--- src/rtl/spi_frame_pkg.sv ---
package spi_frame_pkg;
  localparam int HDR_BYTES = 2;
  localparam int LEN_W     = 8 * HDR_BYTES;
  localparam int CNT_W     = LEN_W + 1;
  localparam logic [7:0] FILL_BYTE = 8'hFF;

  typedef enum logic [1:0] {
    FS_BOOT  = 2'd0,
    FS_IDLE  = 2'd1,
    FS_XMIT  = 2'd2,
    FS_FETCH = 2'd3
  } frame_state_e;
endpackage

--- src/rtl/spi_wait_timer.sv ---
module spi_wait_timer #(
  parameter int unsigned LIMIT = 4
) (
  input  logic clk,
  input  logic rst_n,
  input  logic start,
  output logic running,
  output logic fire
);
  localparam int W = $clog2(LIMIT + 1) + 1;

  logic [W-1:0] cnt_q;

  always_ff @(posedge clk or negedge rst_n) begin
    if (!rst_n)             cnt_q <= '0;
    else if (start)         cnt_q <= W'(LIMIT);
    else if (cnt_q != '0)   cnt_q <= cnt_q - 1'b1;
  end

  assign fire    = (cnt_q == W'(1));
  assign running = (cnt_q > W'(1));
endmodule

--- src/rtl/spi_byte_shifter.sv ---
module spi_byte_shifter #(
  parameter int SCK_DIV = 4
) (
  input  logic       clk,
  input  logic       rst_n,
  input  logic       start,
  input  logic [7:0] tx_byte,
  input  logic       miso,
  output logic       sck,
  output logic       mosi,
  output logic       busy,
  output logic       done,
  output logic [7:0] rx_byte
);
  localparam int PH_W = $clog2(SCK_DIV);
  localparam logic [PH_W-1:0] PH_SAMPLE = PH_W'(SCK_DIV / 2 - 1);
  localparam logic [PH_W-1:0] PH_HIGH   = PH_W'(SCK_DIV / 2);
  localparam logic [PH_W-1:0] PH_LAST   = PH_W'(SCK_DIV - 1);

  logic            busy_q, done_q;
  logic [PH_W-1:0] ph_q;
  logic [2:0]      bit_q;
  logic [7:0]      txs_q, rxs_q;

  always_ff @(posedge clk or negedge rst_n) begin
    if (!rst_n) begin
      busy_q <= 1'b0;
      done_q <= 1'b0;
      ph_q   <= '0;
      bit_q  <= '0;
      txs_q  <= '0;
      rxs_q  <= '0;
    end else begin
      done_q <= 1'b0;
      if (!busy_q) begin
        if (start) begin
          busy_q <= 1'b1;
          ph_q   <= '0;
          bit_q  <= '0;
          txs_q  <= tx_byte;
        end
      end else begin
        ph_q <= ph_q + 1'b1;
        if (ph_q == PH_SAMPLE) rxs_q <= {rxs_q[6:0], miso};
        if (ph_q == PH_LAST) begin
          ph_q <= '0;
          if (bit_q == 3'd7) begin
            busy_q <= 1'b0;
            done_q <= 1'b1;
          end else begin
            bit_q <= bit_q + 1'b1;
            txs_q <= {txs_q[6:0], 1'b0};
          end
        end
      end
    end
  end

  assign sck     = busy_q && (ph_q >= PH_HIGH);
  assign mosi    = txs_q[7];
  assign busy    = busy_q;
  assign done    = done_q;
  assign rx_byte = rxs_q;


  mosi_steady_chk: assert property (@(posedge clk) disable iff (!rst_n)
    (sck && $past(sck)) |-> $stable(mosi));

  sck_high_len_chk: assert property (@(posedge clk) disable iff (!rst_n)
    $rose(sck) |=> sck);

  sck_low_len_chk: assert property (@(posedge clk) disable iff (!rst_n)
    $fell(sck) |=> !sck);
endmodule

--- src/rtl/spi_frame_master.sv ---
module spi_frame_master
  import spi_frame_pkg::*;
#(
  parameter int          SCK_DIV        = 4,
  parameter int unsigned GAP_CYCLES     = 20000,
  parameter int unsigned STARTUP_CYCLES = 20000000
) (
  input  logic             clk,
  input  logic             rst_n,
  input  logic             cmd_start,
  input  logic             cmd_fetch,
  input  logic [LEN_W-1:0] cmd_len,
  output logic             cmd_err,
  output logic             tx_rd_en,
  output logic [LEN_W-1:0] tx_rd_addr,
  input  logic [7:0]       tx_rd_data,
  output logic             rx_wr_en,
  output logic [LEN_W-1:0] rx_wr_addr,
  output logic [7:0]       rx_wr_data,
  output logic             sck,
  output logic             mosi,
  input  logic             miso,
  output logic             ss_n,
  output logic             done,
  output logic [LEN_W-1:0] done_count
);
  frame_state_e     st_q;
  logic [CNT_W-1:0] cnt_q, pay_idx, total;
  logic [LEN_W-1:0] len_q, cap_q, dcount_q;
  logic             boot_kick_q, ss_q, err_q, done_q;

  logic       sh_start, sh_busy, sh_done;
  logic [7:0] sh_tx, sh_rx;
  logic       gap_run, gap_fire, boot_run, boot_fire;
  logic       accept, in_frame, at_end, cont;

  spi_byte_shifter #(.SCK_DIV(SCK_DIV)) u_shift (
    .clk(clk), .rst_n(rst_n), .start(sh_start), .tx_byte(sh_tx), .miso(miso),
    .sck(sck), .mosi(mosi), .busy(sh_busy), .done(sh_done), .rx_byte(sh_rx)
  );

  spi_wait_timer #(.LIMIT(GAP_CYCLES)) u_gap (
    .clk(clk), .rst_n(rst_n), .start(sh_done), .running(gap_run), .fire(gap_fire)
  );

  spi_wait_timer #(.LIMIT(STARTUP_CYCLES)) u_boot (
    .clk(clk), .rst_n(rst_n), .start(boot_kick_q), .running(boot_run), .fire(boot_fire)
  );

  always_comb begin
    accept   = cmd_start && (st_q == FS_IDLE);
    in_frame = (st_q == FS_XMIT) || (st_q == FS_FETCH);
    total    = {1'b0, len_q} + CNT_W'(HDR_BYTES);
    pay_idx  = cnt_q - CNT_W'(HDR_BYTES);
    at_end   = (cnt_q >= CNT_W'(HDR_BYTES)) && (cnt_q == total);
    cont     = gap_fire && in_frame && !at_end;
    sh_start = accept || cont;

    if (accept)                  sh_tx = cmd_fetch ? FILL_BYTE : cmd_len[LEN_W-1 -: 8];
    else if (st_q == FS_FETCH)   sh_tx = FILL_BYTE;
    else if (cnt_q == CNT_W'(1)) sh_tx = len_q[7:0];
    else                         sh_tx = tx_rd_data;

    tx_rd_en   = cont && (st_q == FS_XMIT) && (cnt_q >= CNT_W'(HDR_BYTES));
    tx_rd_addr = pay_idx[LEN_W-1:0];

    rx_wr_en   = sh_done && (st_q == FS_FETCH) && (cnt_q >= CNT_W'(HDR_BYTES))
                 && (pay_idx < {1'b0, cap_q});
    rx_wr_addr = pay_idx[LEN_W-1:0];
    rx_wr_data = sh_rx;
  end

  always_ff @(posedge clk or negedge rst_n) begin
    if (!rst_n) begin
      st_q        <= FS_BOOT;
      cnt_q       <= '0;
      len_q       <= '0;
      cap_q       <= '0;
      dcount_q    <= '0;
      boot_kick_q <= 1'b1;
      ss_q        <= 1'b1;
      err_q       <= 1'b0;
      done_q      <= 1'b0;
    end else begin
      boot_kick_q <= 1'b0;
      ss_q        <= 1'b0;
      err_q       <= cmd_start && !accept;
      done_q      <= 1'b0;
      case (st_q)
        FS_BOOT: if (boot_fire) st_q <= FS_IDLE;
        FS_IDLE: if (accept) begin
          st_q  <= cmd_fetch ? FS_FETCH : FS_XMIT;
          cnt_q <= '0;
          len_q <= cmd_fetch ? '0 : cmd_len;
          cap_q <= cmd_len;
        end
        default: begin
          if (sh_done) begin
            cnt_q <= cnt_q + 1'b1;
            if (st_q == FS_FETCH) begin
              if (cnt_q == CNT_W'(0)) len_q[LEN_W-1:8] <= sh_rx;
              if (cnt_q == CNT_W'(1)) len_q[7:0]       <= sh_rx;
            end
          end
          if (gap_fire && at_end) begin
            st_q     <= FS_IDLE;
            done_q   <= 1'b1;
            dcount_q <= len_q;
          end
        end
      endcase
    end
  end

  assign cmd_err    = err_q;
  assign ss_n       = ss_q;
  assign done       = done_q;
  assign done_count = dcount_q;


  gap_respected_chk: assert property (@(posedge clk) disable iff (!rst_n)
    sh_start |-> (!gap_run && !sh_busy));

  reject_keeps_state_chk: assert property (@(posedge clk) disable iff (!rst_n)
    (cmd_start && in_frame && !gap_fire) |=> (st_q == $past(st_q)));

  boot_reject_chk: assert property (@(posedge clk) disable iff (!rst_n)
    (cmd_start && st_q == FS_BOOT) |=> cmd_err);

  select_low_chk: assert property (@(posedge clk) disable iff (!rst_n)
    (st_q != FS_BOOT) |-> !ss_n);

  done_pulse_chk: assert property (@(posedge clk) disable iff (!rst_n)
    done |=> !done);

  write_in_cap_chk: assert property (@(posedge clk) disable iff (!rst_n)
    rx_wr_en |-> (st_q == FS_FETCH && !boot_run));
endmodule

--- config.mk ---
export PLATFORM = sky130hd
export DESIGN_NAME = spi_frame_master
export DESIGN_NICKNAME = d
export VERILOG_FILES = /design/src/rtl/spi_frame_pkg.sv /design/src/rtl/spi_wait_timer.sv /design/src/rtl/spi_byte_shifter.sv /design/src/rtl/spi_frame_master.sv
export SDC_FILE = /design/constraint.sdc
export NUM_CORES = 1
export LEC_CHECK = 0
export ABC_AREA = 1
export BUFFER_PORTS_ARGS = -buffer_cell sky130_fd_sc_hd__buf_2
export CAP_MARGIN = 15
export CORE_MARGIN = 2
export CORE_UTILIZATION = 45
export CTS_CLUSTER_SIZE = 8
export DETAILED_ROUTE_END_ITERATION = 16
export PLACE_DENSITY = 0.76
export REMOVE_ABC_BUFFERS = 1
export SLEW_MARGIN = 20
export SYNTH_ARGS = -nofsm -noshare
export SYNTH_HDL_FRONTEND = slang
export SYNTH_SLANG_ARGS = --single-unit
export TNS_END_PERCENT = 20
--- constraint.sdc ---
create_clock -name clk -period 2.9 [get_ports clk]
set_input_delay 0.29 -clock clk [delete_from_list [all_inputs] [get_ports clk]]
set_output_delay 0.29 -clock clk [all_outputs]
set_load 0.02 [all_outputs]
* Yosys cells after proc, flatten, opt, wreduce, memory -nomap -nowiden
Index checks and enable logic that the tools add are counted. Widths: inputs -> output; s select.
Operators by class: $add $sub $neg 7, $lt $le $gt $ge 3, equality and inequality tests 14, muxes and demuxes 43, bitwise gates (word level) 2, reduce and logical (&&, ||, !) cells 37
Operators by type and width (number):
- $mux 16 | 6
- $mux 8 | 10
- $mux 26 | 2
- $mux 17 | 2
- $pmux 17 s2 | 1
- $pmux 16 s2 | 1
- $eq 26x1->1 const B | 1
- $reduce_bool 26->1 | 1
- $sub 26x1->26 const B | 1
- $add 16x2->17 const B | 1
- $add 17x1->17 const B | 1
- $eq 17x1->1 const B | 1
- $eq 17x17->1 | 1
- $ge 17x2->1 const B | 1
- $logic_not 17->1 | 1
- $lt 17x16->1 | 1
- $sub 17x2->17 const B | 1
- $eq 16x1->1 const B | 1
- $reduce_bool 16->1 | 1
- $sub 16x1->16 const B | 1
- $reduce_bool 2->1 | 7
- $logic_and 1x1->1 | 12
- $mux 2 | 6
- $mux 3 | 4
- 18 further kinds | 41
Word-level totals: register bits 135, output and inout port bits 63, logic and storage cells 123

* Depth between registers and ports, before layout
Gate-level depths: netlist of run 1.
depth in word-level cells 8, depth in mapped cells 18

* Cells and area by module
From an unflattened synthesis of run 1, not the netlist that was laid out.
Second synthesis, totals: cell total of the unflattened synthesis 1204, area total of the unflattened synthesis 8785.9 µm²
Modules (own cells, without submodules):
- spi_frame_master | times used 1, cells an instance 678, area an instance 4938.5 µm², sequential area each 1752.9 µm²
- spi_wait_timer at u_boot | times used 1, cells an instance 242, area an instance 1687.9 µm², sequential area each 650.6 µm²
- spi_byte_shifter | times used 1, cells an instance 136, area an instance 1109.8 µm², sequential area each 575.6 µm²
- spi_wait_timer at u_gap | times used 1, cells an instance 148, area an instance 1049.8 µm², sequential area each 400.4 µm²

* Worst setup path after synthesis of run 1
No wires, ideal clock.
path type register to output, start point register cnt_q[3], end point output rx_wr_en, arrival time 2.769 ns, data required time 2.610 ns, slack -0.159 ns, stages on the path, launching flop included 17, path buffers 1, cells stage by stage dfrtp_1 -> buf_6 -> nor2_1 -> inv_1 -> nor2_1 -> inv_1 -> nor2_1 -> nand2_1 -> xor2_1 -> ha_1 -> a21oi_1 -> nor2_1 -> a211oi_1 -> nand2_1 -> nand3_1 -> nand2_1 -> a21oi_1
On the way: word-level cells in the longest chain between the ends 3, elaborated cells on any way between the ends 5
Ends and longest elaborated chain:
- start, declared | RTL line spi_frame_master.sv:28 | logic [CNT_W-1:0] cnt_q, pay_idx, total;
- start signal, assigned | RTL line spi_frame_master.sv:99 | cnt_q <= cnt_q + 1'b1;
- $sub 17x2->17 | RTL line spi_frame_master.sv:54 | pay_idx = cnt_q - CNT_W'(HDR_BYTES);
- net rx_wr_addr[10] | RTL line spi_frame_master.sv:18 | output logic [LEN_W-1:0] rx_wr_addr,
- $lt 17x16->1 | RTL line spi_frame_master.sv:68 | && (pay_idx < {1'b0, cap_q});
- $logic_and 1x1->1 | RTL line spi_frame_master.sv:68
- end, declared | RTL line spi_frame_master.sv:17 | output logic rx_wr_en,
The timed path passes the listed nets, and every way through them passes these cells.

* Worst setup path after layout of run 1
start point register cnt_q[2], end point output rx_wr_en
On the way: word-level cells in the longest chain between the ends 3, elaborated cells on any way between the ends 5
Ends and longest elaborated chain (RTL line):
- $sub 17x2->17 or $ge 17x2->1 (tied branches) | spi_frame_master.sv:54, spi_frame_master.sv:67
- $lt 17x16->1 or $logic_and 1x1->1 (tied branches) | spi_frame_master.sv:68, spi_frame_master.sv:67
- $logic_and 1x1->1 (*) | spi_frame_master.sv:68
Every way passes the cells marked *; elsewhere a longest branch is shown, timed or not.

==> results of run 1 <==
[per-layer routing]
metal  global-route usage  share of wire  vias to the layer above
met4               0.0792          0.024                        0
met5                    0              0                        -
met3               0.0515          0.075                       44
met2                0.366           0.45                      308
li1                     -              -                     3762
met1                0.327           0.45                     3658
[placed cells by master, fill, tap and decap left out, types with 4 or more instances in the layout]
cell / netlist / layout
a21oi_1: 59 / 57
buf_2: 6 / 89
buf_4: 19 / 30
clkbuf_16: 0 / 17
clkinv_4: 0 / 4
dfrtp_1: 134 / 133
ha_1: 31 / 30
inv_1: 168 / 164
inv_2: 3 / 7
nand2_1: 249 / 248
nand2_2: 6 / 7
nand3_1: 66 / 64
nand3_2: 8 / 10
nand4_1: 23 / 23
nor2_1: 112 / 107
nor2_2: 7 / 9
nor2_4: 7 / 10
nor3_1: 25 / 24
o211ai_1: 6 / 6
o21ai_0: 79 / 79
o21ai_1: 22 / 22
o22ai_1: 12 / 12
xor2_1: 16 / 12
xor2_2: 0 / 4
[per-stage QoR]
stage | util | hold WS, ns | setup slack (ns)
final | 0.536 | 0.112 | -0.302
after global routing | 0.536 | 0.130 | -0.500
after CTS | 0.532 | 0.104 | -0.246
after detailed placement | 0.495 | 0.320 | 0.0229
after global placement | 0.495 | 0.319 | 0.109
after floorplan | - | -0.00559 | -0.484
[cells in the mapped netlist, drive strengths merged, types with 13 or more instances]
master / count
nand2: 256
inv: 171
dfrtp: 134
nor2: 127
o21ai: 101
nand3: 74
a21oi: 59
ha: 31
buf: 30
nor3: 28
nand4: 23
xor2: 16
clkbuf: 14
o22ai: 13
[path summary, 6_finish.rpt]
check                                 startpoint                  to  slack [ns]  depth (start not counted)
worst min register to register  u_shift.txs_q[4]    u_shift.txs_q[4]        0.47                          2
max in group asynchronous                  rst_n    u_shift.bit_q[2]        1.76                          3
min in group asynchronous                  rst_n            cap_q[7]        0.41                          2
worst min-delay path                        miso  u_shift.rx_byte[0]        0.11                          3
worst max register to register          cnt_q[6]       done_count[8]        0.23                         12
worst max-delay path                    cnt_q[2]            rx_wr_en       -0.30                         16
[repair_timing]
action                                 CTS  global route
buffers inserted                         4             2
gates resized for setup                 12            15
pin swaps                                4             8
hold buffers                             1             0
endpoints found under the hold margin   58             0
setup endpoints to repair                1             2
[final cells by class]
class,count,area share
sequential,135,0.351
timing repair buffer,122,0.0739
clock buffer,21,0.0468
multi-input combinational,761,0.418
clock inverter,11,0.0132
tap,229,0.0297
inverter,173,0.0674
[where the power goes]
group / internal (mW) / switching, mW
clock network: 1.29 / 0.841
registers: 2.33 / 0.405
logic: 1.40 / 2.73
total: 5.02 / 3.98
[flip-flops by register name (all words and copies together) (netlist names)]
| register | count |
|---|---|
| st_q | 2 |
| u_shift.bit_q | 3 |
| cnt_q | 17 |
| u_shift.busy | 1 |
| done | 1 |
| u_gap.cnt_q | 16 |
| u_shift.done | 1 |
| cap_q | 16 |
| u_shift.ph_q | 2 |
| cmd_err | 1 |
| u_shift.rx_byte | 8 |
| len_q | 16 |
| u_shift.txs_q | 8 |
| ss_n | 1 |
| u_boot.cnt_q | 26 |
| done_count | 16 |
[cell families (layout without fill, tap and decap cells)]
| logic type | count (synthesis) | after routing | synth area share |
|---|---|---|---|
| compound gates | 194 | 194 | 0.128 |
| xor+xnor | 19 | 19 | 0.0202 |
| fa+ha+maj | 31 | 31 | 0.0472 |
| buf+inv | 217 | 327 | 0.111 |
| flops | 135 | 135 | 0.411 |
| other cells | 1 | 1 | 0.000456 |
| simple gates | 516 | 516 | 0.282 |
[tightest hold or removal path, cell delays in order]
cell and delay (ns):
buf_2 0.08, nor2_1 0.03, a21oi_1 0.10
==> flow_metrics.py, run 1 <==
metrics = {
    "run": {
        "maxCapViolCount": 0,
    },
    "clock_tree": {
        "ctsLongestPathBuffers": 2,
        "htree_levels": 4,
        "clk_pin_slew_ns": 0.06,
        "cts_buffers": 17,
        "cts_tree": "done",
        "clock_sinks": 135,
        "clkLatencyLatePin_ns": 0.43,
        "cts-root-buf": "clkbuf_16",
    },
    "placement": {
        "io_buffers": 91,
        "dpl_cell_area_um2": 8900,
        "place.gp.congestion": 0.921,
        "dp_cells": 1413,
        "dp_hpwl_um": 16600,
    },
    "worst_setup_path": {
        "cp_top_family": "simple AND/OR/NAND/NOR gates",
        "end_kind": "output pin",
        "critPathLaunchType": "flop",
        "path_cells": "nor2_2 > inv_2 > nor2_4 > inv_2 > nor2_4 > nand2_2 > xor2_2 > ha_1 > a21oi_2 > nor2_1 > a211oi_1 > nand2_1 > nand3_2 > nand2_1 > a21oi_2 > buf_4",
        "crit_arrival_ns": 2.91,
        "worstPathMaxFanout": 3,
        "cpPeakStageDelay_ns": 0.41,
        "crit_slowest_cell": "dfrtp_1",
        "criticalPathCategory": "flop to output pin",
        "critPathBufInv": 3,
        "crit_required_ns": 2.61,
    },
    "die": {
        "fp.dieArea_um2": 19400,
        "die_h_um": 139,
        "initial_utilization": 0.458,
        "core-area_um2": 18000,
        "ios": 92,
        "rows": 49,
        "die_w_um": 139,
    },
    "timing": {
        "max_freq_mhz": 312,
        "slew_headroom": 0.510,
        "finalSetupViolCount": 2,
        "finalCritPeriodShare": 1.10,
        "setup_ws_ns": -0.302,
        "drv_slew": 0,
        "tns_ns": -0.336,
        "grt_setup_unrepaired": "true",
        "period_needed_ns": 3.20,
        "hold_viol": 0,
        "worstMarginPinSlew_ns": 0.731,
        "clock_skew_ns": 0.00823,
    },
    "synth": {
        "synth-edff-count": 0,
        "netlist_area_um2": 8220,
        "syn_area_per_cell_um2": 7.39,
        "synth_seq_area_share": 0.411,
        "synth_top_area_cell": "dfrtp_1",
        "synth_seq_cells": 135,
        "ys_top_cells_by_area": "dfrtp_1 (41%), nand2_1 (11%), inv_1 (7.7%)",
        "syn_inst": 1113,
        "synth_ff_type": "dfrtp_1",
        "ys_warn_count": 0,
        "ys_types": 47,
        "async_reset_ff_frac": 1.00,
        "synth_top_cell_area_share": 0.408,
    },
    "min_path": {
        "hold_class": "input pin to flop",
    },
    "routing": {
        "antenna_left": 0,
        "drc": 0,
        "drt_wl_total_um": 22500,
        "post_drt_wl_per_cell_um": 15.5,
        "dr_total_vias": 7772,
        "vias_per_cell": 5.35,
        "drtIter0Drc": 719,
        "firstDrtPassIters": 5,
    },
    "grt": {
        "grt_antenna_before_repair": 0,
        "grt_max_degree": 62,
        "grt_pass1_vias": 7226,
        "track_usage": 0.235,
        "grt_overflow": 0,
        "grt_pass1_wl_um": 36400,
    },
    "outcome": {
        "status": "complete, but fails checks",
        "violations": "negative setup slack",
    },
    "cells_and_area": {
        "drive_gt1_frac": 0.176,
        "final_cell_count_no_fill": 1452,
        "diodes": 0,
        "n_fill_cell": 1658,
        "regArea_um2": 3380,
        "fin_nets": 1270,
        "syn_to_final_growth_pct": 17.2,
        "final_area_um2": 9630,
        "multi_input_area_um2": 4030,
    },
    "power": {
        "power.density_nw_per_um2": 934,
        "power.total_mw": 9.00,
        "p_leak_nw": 4.99,
        "ir_worst_vdd_mv": 0.519,
    },
}
Note: power is estimated with default switching activity, not from simulation.
==> inputs of run 2 (changes only) <==
==> constraint.sdc (replaced) <==
create_clock -name clk -period 3.95 [get_ports clk]
set_input_delay 0.395 -clock clk [delete_from_list [all_inputs] [get_ports clk]]
set_output_delay 0.395 -clock clk [all_outputs]
set_load 0.02 [all_outputs]
==> run 2 against run 1 <==
- the run now ends clean
- clock skew grew 0.0062 ns
- largest power group unchanged
- sequential power shrank 26%
- final cell count shrank 1.9%
- highest routed layer unchanged
- total power shrank 28%
- clock-buffer cell count shrank 3
- first-iteration DRC count shrank 2.2%
- routed wire length shrank 2.7%
- non-clock buffer count shrank 27
- combinational power shrank 34%
- worst setup slack gained 0.56 ns
==> flow_metrics.py, run 2 (synthesis results as in run 1) <==
metrics = {
    "outcome": {
        "status": "finished clean",
    },
    "die": {
        "die_h_um": 139,
        "initial_utilization": 0.458,
        "fp.dieArea_um2": 19400,
        "ios": 92,
        "core-area_um2": 18000,
        "rows": 49,
        "die_w_um": 139,
    },
    "routing": {
        "dr_total_vias": 7618,
        "post_drt_wl_per_cell_um": 15.4,
        "vias_per_cell": 5.35,
        "drtIter0Drc": 703,
        "firstDrtPassIters": 6,
        "drt_wl_total_um": 21900,
        "antenna_left": 0,
        "drc": 0,
    },
    "cells_and_area": {
        "drive_gt1_frac": 0.142,
        "regArea_um2": 3380,
        "syn_to_final_growth_pct": 13.8,
        "regMostFlops": "u_boot.cnt_q",
        "largest_register_ffs": 26,
        "top_regs": "u_boot.cnt_q: 26 flops, cnt_q: 17 flops",
        "mostFrequentLayoutCells": "nand2_1 (249), inv_1 (168), dfrtp_1 (134), nor2_1 (111), buf_2 (90)",
        "layout.cells.most_common": "nand2_1",
        "multi_input_area_um2": 3930,
        "fin_nets": 1243,
        "diodes": 0,
        "n_fill_cell": 1692,
    },
    "clock_tree": {
        "cts_resized": 0,
        "clk_pin_slew_ns": 0.06,
        "cts-root-buf": "clkbuf_16",
        "cts_tree": "done",
        "postCtsSetupRepairBufs": 0,
        "clock_sinks": 135,
        "clkLatencyLatePin_ns": 0.43,
        "htree_levels": 4,
        "cts_buffers": 17,
        "ctsLongestPathBuffers": 2,
        "cts_hold_buf": 0,
    },
    "placement": {
        "place.gp.congestion": 0.898,
        "post-place-ws_ns": 0.751,
        "dp_hpwl_um": 16400,
        "io_buffers": 91,
    },
    "worst_setup_path": {
        "end_kind": "output pin",
        "path_cells": "nor2_1 > inv_1 > nor2_1 > inv_1 > nor3_1 > xor2_1 > ha_1 > nand2_1 > nor2_1 > a211oi_1 > nand2_1 > nand3_1 > nand2_1 > a21oi_1 > buf_2",
        "crit_arrival_ns": 3.30,
        "r2r_slack_ns": 1.18,
        "r2r_cells": 10,
        "critPathLaunchType": "flop",
        "crit_required_ns": 3.56,
        "cpPeakStageDelay_ns": 0.47,
        "crit_slowest_cell": "dfrtp_1",
        "r2r-end": "done_count[7]",
        "criticalPathCategory": "flop to output pin",
        "worstPathMaxFanout": 7,
        "setup.worst_path.start": "cnt_q[3]",
        "r2r-start": "cnt_q[12]",
        "crit_end": "rx_wr_en",
    },
    "grt": {
        "grt_pass1_wl_um": 36300,
        "grt_max_degree": 89,
        "grt_pass1_vias": 7076,
        "grt_util_met2": 0.355,
        "track_usage": 0.235,
        "grt_overflow": 0,
        "grt_antenna_before_repair": 0,
        "busiest_layer": "met2",
        "grt.met3_usage": 0.0604,
        "grt_use_met1": 0.333,
    },
    "min_path": {
        "hold_class": "input pin to async pin",
    },
    "timing": {
        "finalSetupViolCount": 0,
        "hold_viol": 0,
        "tns_ns": 0,
        "worstMarginPinSlew_ns": 0.889,
        "finalCritPeriodShare": 0.935,
        "grt_setup_unrepaired": "false",
        "max_freq_mhz": 271,
        "period_needed_ns": 3.69,
        "clock_skew_ns": 0.0145,
        "slew_headroom": 0.406,
        "setup_ws_ns": 0.257,
        "drv_slew": 0,
    },
    "power": {
        "ir_worst_vdd_mv": 0.484,
        "power.density_nw_per_um2": 693,
        "p_leak_nw": 4.86,
        "power.total_mw": 6.48,
    },
    "run": {
        "maxCapViolCount": 0,
    },
}
-- run 2: changes by cell type in the layout (fill, tap and decap cells not counted), moves of 3 or more --
cell and change:
inv_2 -4, xor2_2 -4, nor2_4 -3, inv_1 +4, xor2_1 +4, inv_6 +4
buf_4 -26, nor2_1 +4
-- run 2: critical path, delay by kind of cell, from the launching register on --
family / cells / cell delay (ns)
AND/OR/NAND/NOR: 8 / 1.15
flip-flops: 1 / 0.47
buffers and inverters: 3 / 0.40
AO/OA/AOI/OAI: 2 / 0.30
adder cells (fa/ha/maj): 1 / 0.29
XOR/XNOR: 1 / 0.27
-- run 2: worst min-delay path by stage --
| stage | start | endpoint | slack (ns) | depth (start not counted) |
|---|---|---|---|---|
| final | rst_n | cnt_q[14] | 0.05 | 1 |
| after floorplan | rst_n | cap_q[0] | 0.1 | 0 |
| after global placement | u_shift.txs_q[4] | u_shift.txs_q[4] | 0.45 | 2 |
| after global routing | rst_n | cnt_q[14] | 0.12 | 1 |
| after detailed placement | u_shift.txs_q[4] | u_shift.txs_q[4] | 0.46 | 2 |
| after CTS | rst_n | cnt_q[14] | 0.08 | 1 |
-- run 2: area by class of cell --
| cell class | instances | area share |
|---|---|---|
| clock buffers | 18 | 0.0459 |
| clock inverters | 13 | 0.0207 |
| inverters | 173 | 0.0694 |
| multi-input cells | 761 | 0.420 |
| flip-flops and latches | 135 | 0.361 |
| well taps | 229 | 0.0306 |
| repair buffers | 95 | 0.0525 |
-- run 2: power breakdown --
group          switching, mW  internal, mW  total, mW  leakage (nW)
logic                   1.84         0.893       2.74          2.92
registers              0.331          1.71       2.04          1.64
clock network          0.642          1.06       1.70         0.302
total                   2.82          3.67       6.48          4.86
-- run 2: through the flow --
stage          std cells  hold WS (ns)  utilization  instance area [um^2]
3_5_place_dp        1393         0.460        0.486                  8730
5_1_grt             1424         0.115        0.521                  9360
2_1_floorplan       1069        0.0994            -                  7960
4_1_cts             1424        0.0791        0.521                  9360
3_3_place_gp        1393         0.455        0.486                  8730
6_report            1424        0.0454        0.521                  9360
-- run 2: per-layer routing --
layer	routed length, um	vias to the layer above
met5	0	-
met4	414	0
met3	1830	32
met2	9670	288
met1	9990	3572
li1	-	3726
==> inputs of run 3 (changes only) <==
--- a/config.mk
+++ b/config.mk
@@ -8,6 +8,7 @@
 export ABC_AREA = 1
 export BUFFER_PORTS_ARGS = -buffer_cell sky130_fd_sc_hd__buf_2
 export CAP_MARGIN = 15
+export CORE_ASPECT_RATIO = 1.25
 export CORE_MARGIN = 2
 export CORE_UTILIZATION = 45
 export CTS_CLUSTER_SIZE = 8
==> run 3 against run 2 <==
- sequential power is essentially flat
- die area is essentially flat
- sequential share of layout area grew 0.14 points
- hold slack gained 0.0048 ns
- sequential cell count is the same
- critical path type unchanged
- critical endpoint unchanged
- largest cell class unchanged
==> flow_metrics.py, run 3 (synthesis results as in run 1) <==
metrics = {
    "outcome": {
        "status": "finished clean",
    },
    "worst_setup_path": {
        "r2r-start": "cnt_q[12]",
        "r2r-end": "done_count[0]",
        "setup.worst_path.start": "cnt_q[3]",
        "worstPathMaxFanout": 7,
        "critPathLaunchType": "flop",
        "criticalPathCategory": "flop to output pin",
        "crit_arrival_ns": 3.21,
        "crit_required_ns": 3.56,
        "end_kind": "output pin",
        "crit_end": "rx_wr_en",
        "r2r_slack_ns": 1.20,
        "r2r_cells": 10,
    },
    "routing": {
        "vias_per_cell": 5.34,
        "drtIter0Drc": 610,
        "antenna_left": 0,
        "post_drt_wl_per_cell_um": 15.7,
        "dr_total_vias": 7602,
        "drc": 0,
        "drt_wl_total_um": 22400,
        "firstDrtPassIters": 5,
    },
    "die": {
        "ios": 92,
        "rows": 55,
        "fp.dieArea_um2": 19400,
        "initial_utilization": 0.456,
        "core-area_um2": 18000,
        "die_w_um": 125,
        "die_h_um": 155,
    },
    "min_path": {
        "hold_class": "input pin to async pin",
    },
    "clock_tree": {
        "clk_pin_slew_ns": 0.06,
        "htree_levels": 4,
        "ctsLongestPathBuffers": 2,
        "clkLatencyLatePin_ns": 0.43,
        "cts-root-buf": "clkbuf_16",
        "cts_tree": "done",
        "cts_hold_buf": 0,
        "clock_sinks": 135,
        "cts_resized": 0,
        "postCtsSetupRepairBufs": 0,
        "cts_buffers": 17,
    },
    "power": {
        "p_leak_nw": 4.83,
        "power.total_mw": 6.37,
        "p_comb_frac": 0.431,
        "p_clk_frac": 0.247,
        "power.density_nw_per_um2": 683,
        "p_int_mw": 3.53,
        "switching_share": 0.446,
        "ir_worst_vdd_mv": 0.429,
        "seqPwrFrac": 0.322,
        "p_switching_mw": 2.84,
    },
    "cells_and_area": {
        "syn_to_final_growth_pct": 13.4,
        "regMostFlops": "u_boot.cnt_q",
        "largest_register_ffs": 26,
        "layout.cells.most_common": "nand2_1",
        "drive_gt1_frac": 0.144,
        "fin_nets": 1242,
        "mostFrequentLayoutCells": "nand2_1 (249), inv_1 (168), dfrtp_1 (134), nor2_1 (111), buf_2 (90)",
        "utilization": 0.517,
        "top_regs": "u_boot.cnt_q: 26 flops, cnt_q: 17 flops",
        "final_cell_count_no_fill": 1424,
    },
    "placement": {
        "dp_cells": 1391,
        "dp_hpwl_um": 16700,
        "place.gp.congestion": 0.895,
        "io_buffers": 91,
    },
    "grt": {
        "grt_antenna_before_repair": 1,
        "grt_max_degree": 110,
        "grt_pass1_vias": 7099,
        "track_usage": 0.234,
        "grt_overflow": 0,
        "grt_pass1_wl_um": 35900,
    },
    "timing": {
        "finalCritPeriodShare": 0.914,
        "period_needed_ns": 3.61,
        "worstMarginPinSlew_ns": 0.917,
        "finalSetupViolCount": 0,
        "clock_skew_ns": 0.0108,
        "tns_ns": 0,
        "max_freq_mhz": 277,
        "drv_slew": 0,
        "hold_viol": 0,
        "slew_headroom": 0.385,
    },
    "run": {
        "maxCapViolCount": 0,
    },
}
## run 3: cell types whose count changed in the layout (fill, tap and decap cells not counted)
cell | previous run | this run
buf_4 | 4 | 3
buf_6 | 1 | 0
bufinv_16 | 4 | 1
clkbuf_1 | 1 | 0
clkbuf_8 | 0 | 4
clkinv_2 | 1 | 2
clkinv_4 | 3 | 1
clkinvlp_4 | 1 | 4
diode_2 | 0 | 1
inv_6 | 4 | 3
inv_8 | 0 | 1
xor2_1 | 16 | 15
xor2_2 | 0 | 1
## run 3: routing by layer
| layer | GRT usage | vias to the layer above | share of wire |
|---|---|---|---|
| met4 | 0.0958 | 0 | 0.035 |
| met3 | 0.0416 | 53 | 0.062 |
| met5 | 0 | - | 0 |
| li1 | - | 3723 | - |
| met1 | 0.284 | 3561 | 0.40 |
| met2 | 0.413 | 265 | 0.50 |
## run 3: critical path: stages (launching register included)
cell,delay (ns)
dfrtp_1,0.48
nor2_1,0.17
inv_1,0.09
nor2_1,0.15
inv_1,0.10
nor2_2,0.22
xor2_2,0.22
ha_1,0.28
inv_1,0.09
nor3_1,0.06
a211oi_1,0.25
nand2_1,0.11
nand2_1,0.07
nand2_1,0.07
nand3_1,0.08
nand2_1,0.06
a21oi_1,0.11
buf_2,0.18
## run 3: worst min-delay path by stage
stage	startpoint	slack [ns]	endpoint	depth (start not counted)
6_report	rst_n	0.05	cnt_q[13]	1
5_1_grt	rst_n	0.15	cnt_q[13]	1
4_1_cts	rst_n	0.17	cap_q[7]	1
3_5_place_dp	u_shift.txs_q[2]	0.47	u_shift.txs_q[2]	2
3_3_place_gp	u_shift.txs_q[0]	0.45	u_shift.txs_q[0]	2
2_1_floorplan	rst_n	0.1	cap_q[0]	0
## run 3: area by class of cell
cell class / count / area, um^2
fill: 1750 / 8710
inverter: 173 / 649
sequential: 135 / 3380
timing repair buffer: 94 / 487
tap: 228 / 285
clock inverter: 12 / 116
multi-input combinational: 761 / 3940
antenna: 1 / 2.50
clock buffer: 20 / 467
## run 3: metrics by stage
stage | hold WS [ns] | setup WS, ns | instance area, um^2
global route | 0.150 | -0.00519 | 9320
CTS | 0.166 | 0.271 | 9310
floorplan | 0.0994 | 0.461 | 7960
finish | 0.0502 | 0.341 | 9320
global placement | 0.454 | 0.911 | 8720
detailed placement | 0.467 | 0.753 | 8720
## run 3: power groups by stage
stage                     clock network, mW  registers [mW]  logic, mW
after CTS                              1.59            2.04       2.73
after global placement                    0            2.06       2.64
final                                  1.57            2.05       2.75
after global routing                   1.65            2.10       3.07
after detailed placement                  0            2.07       2.71
after floorplan                           0            2.04       1.87
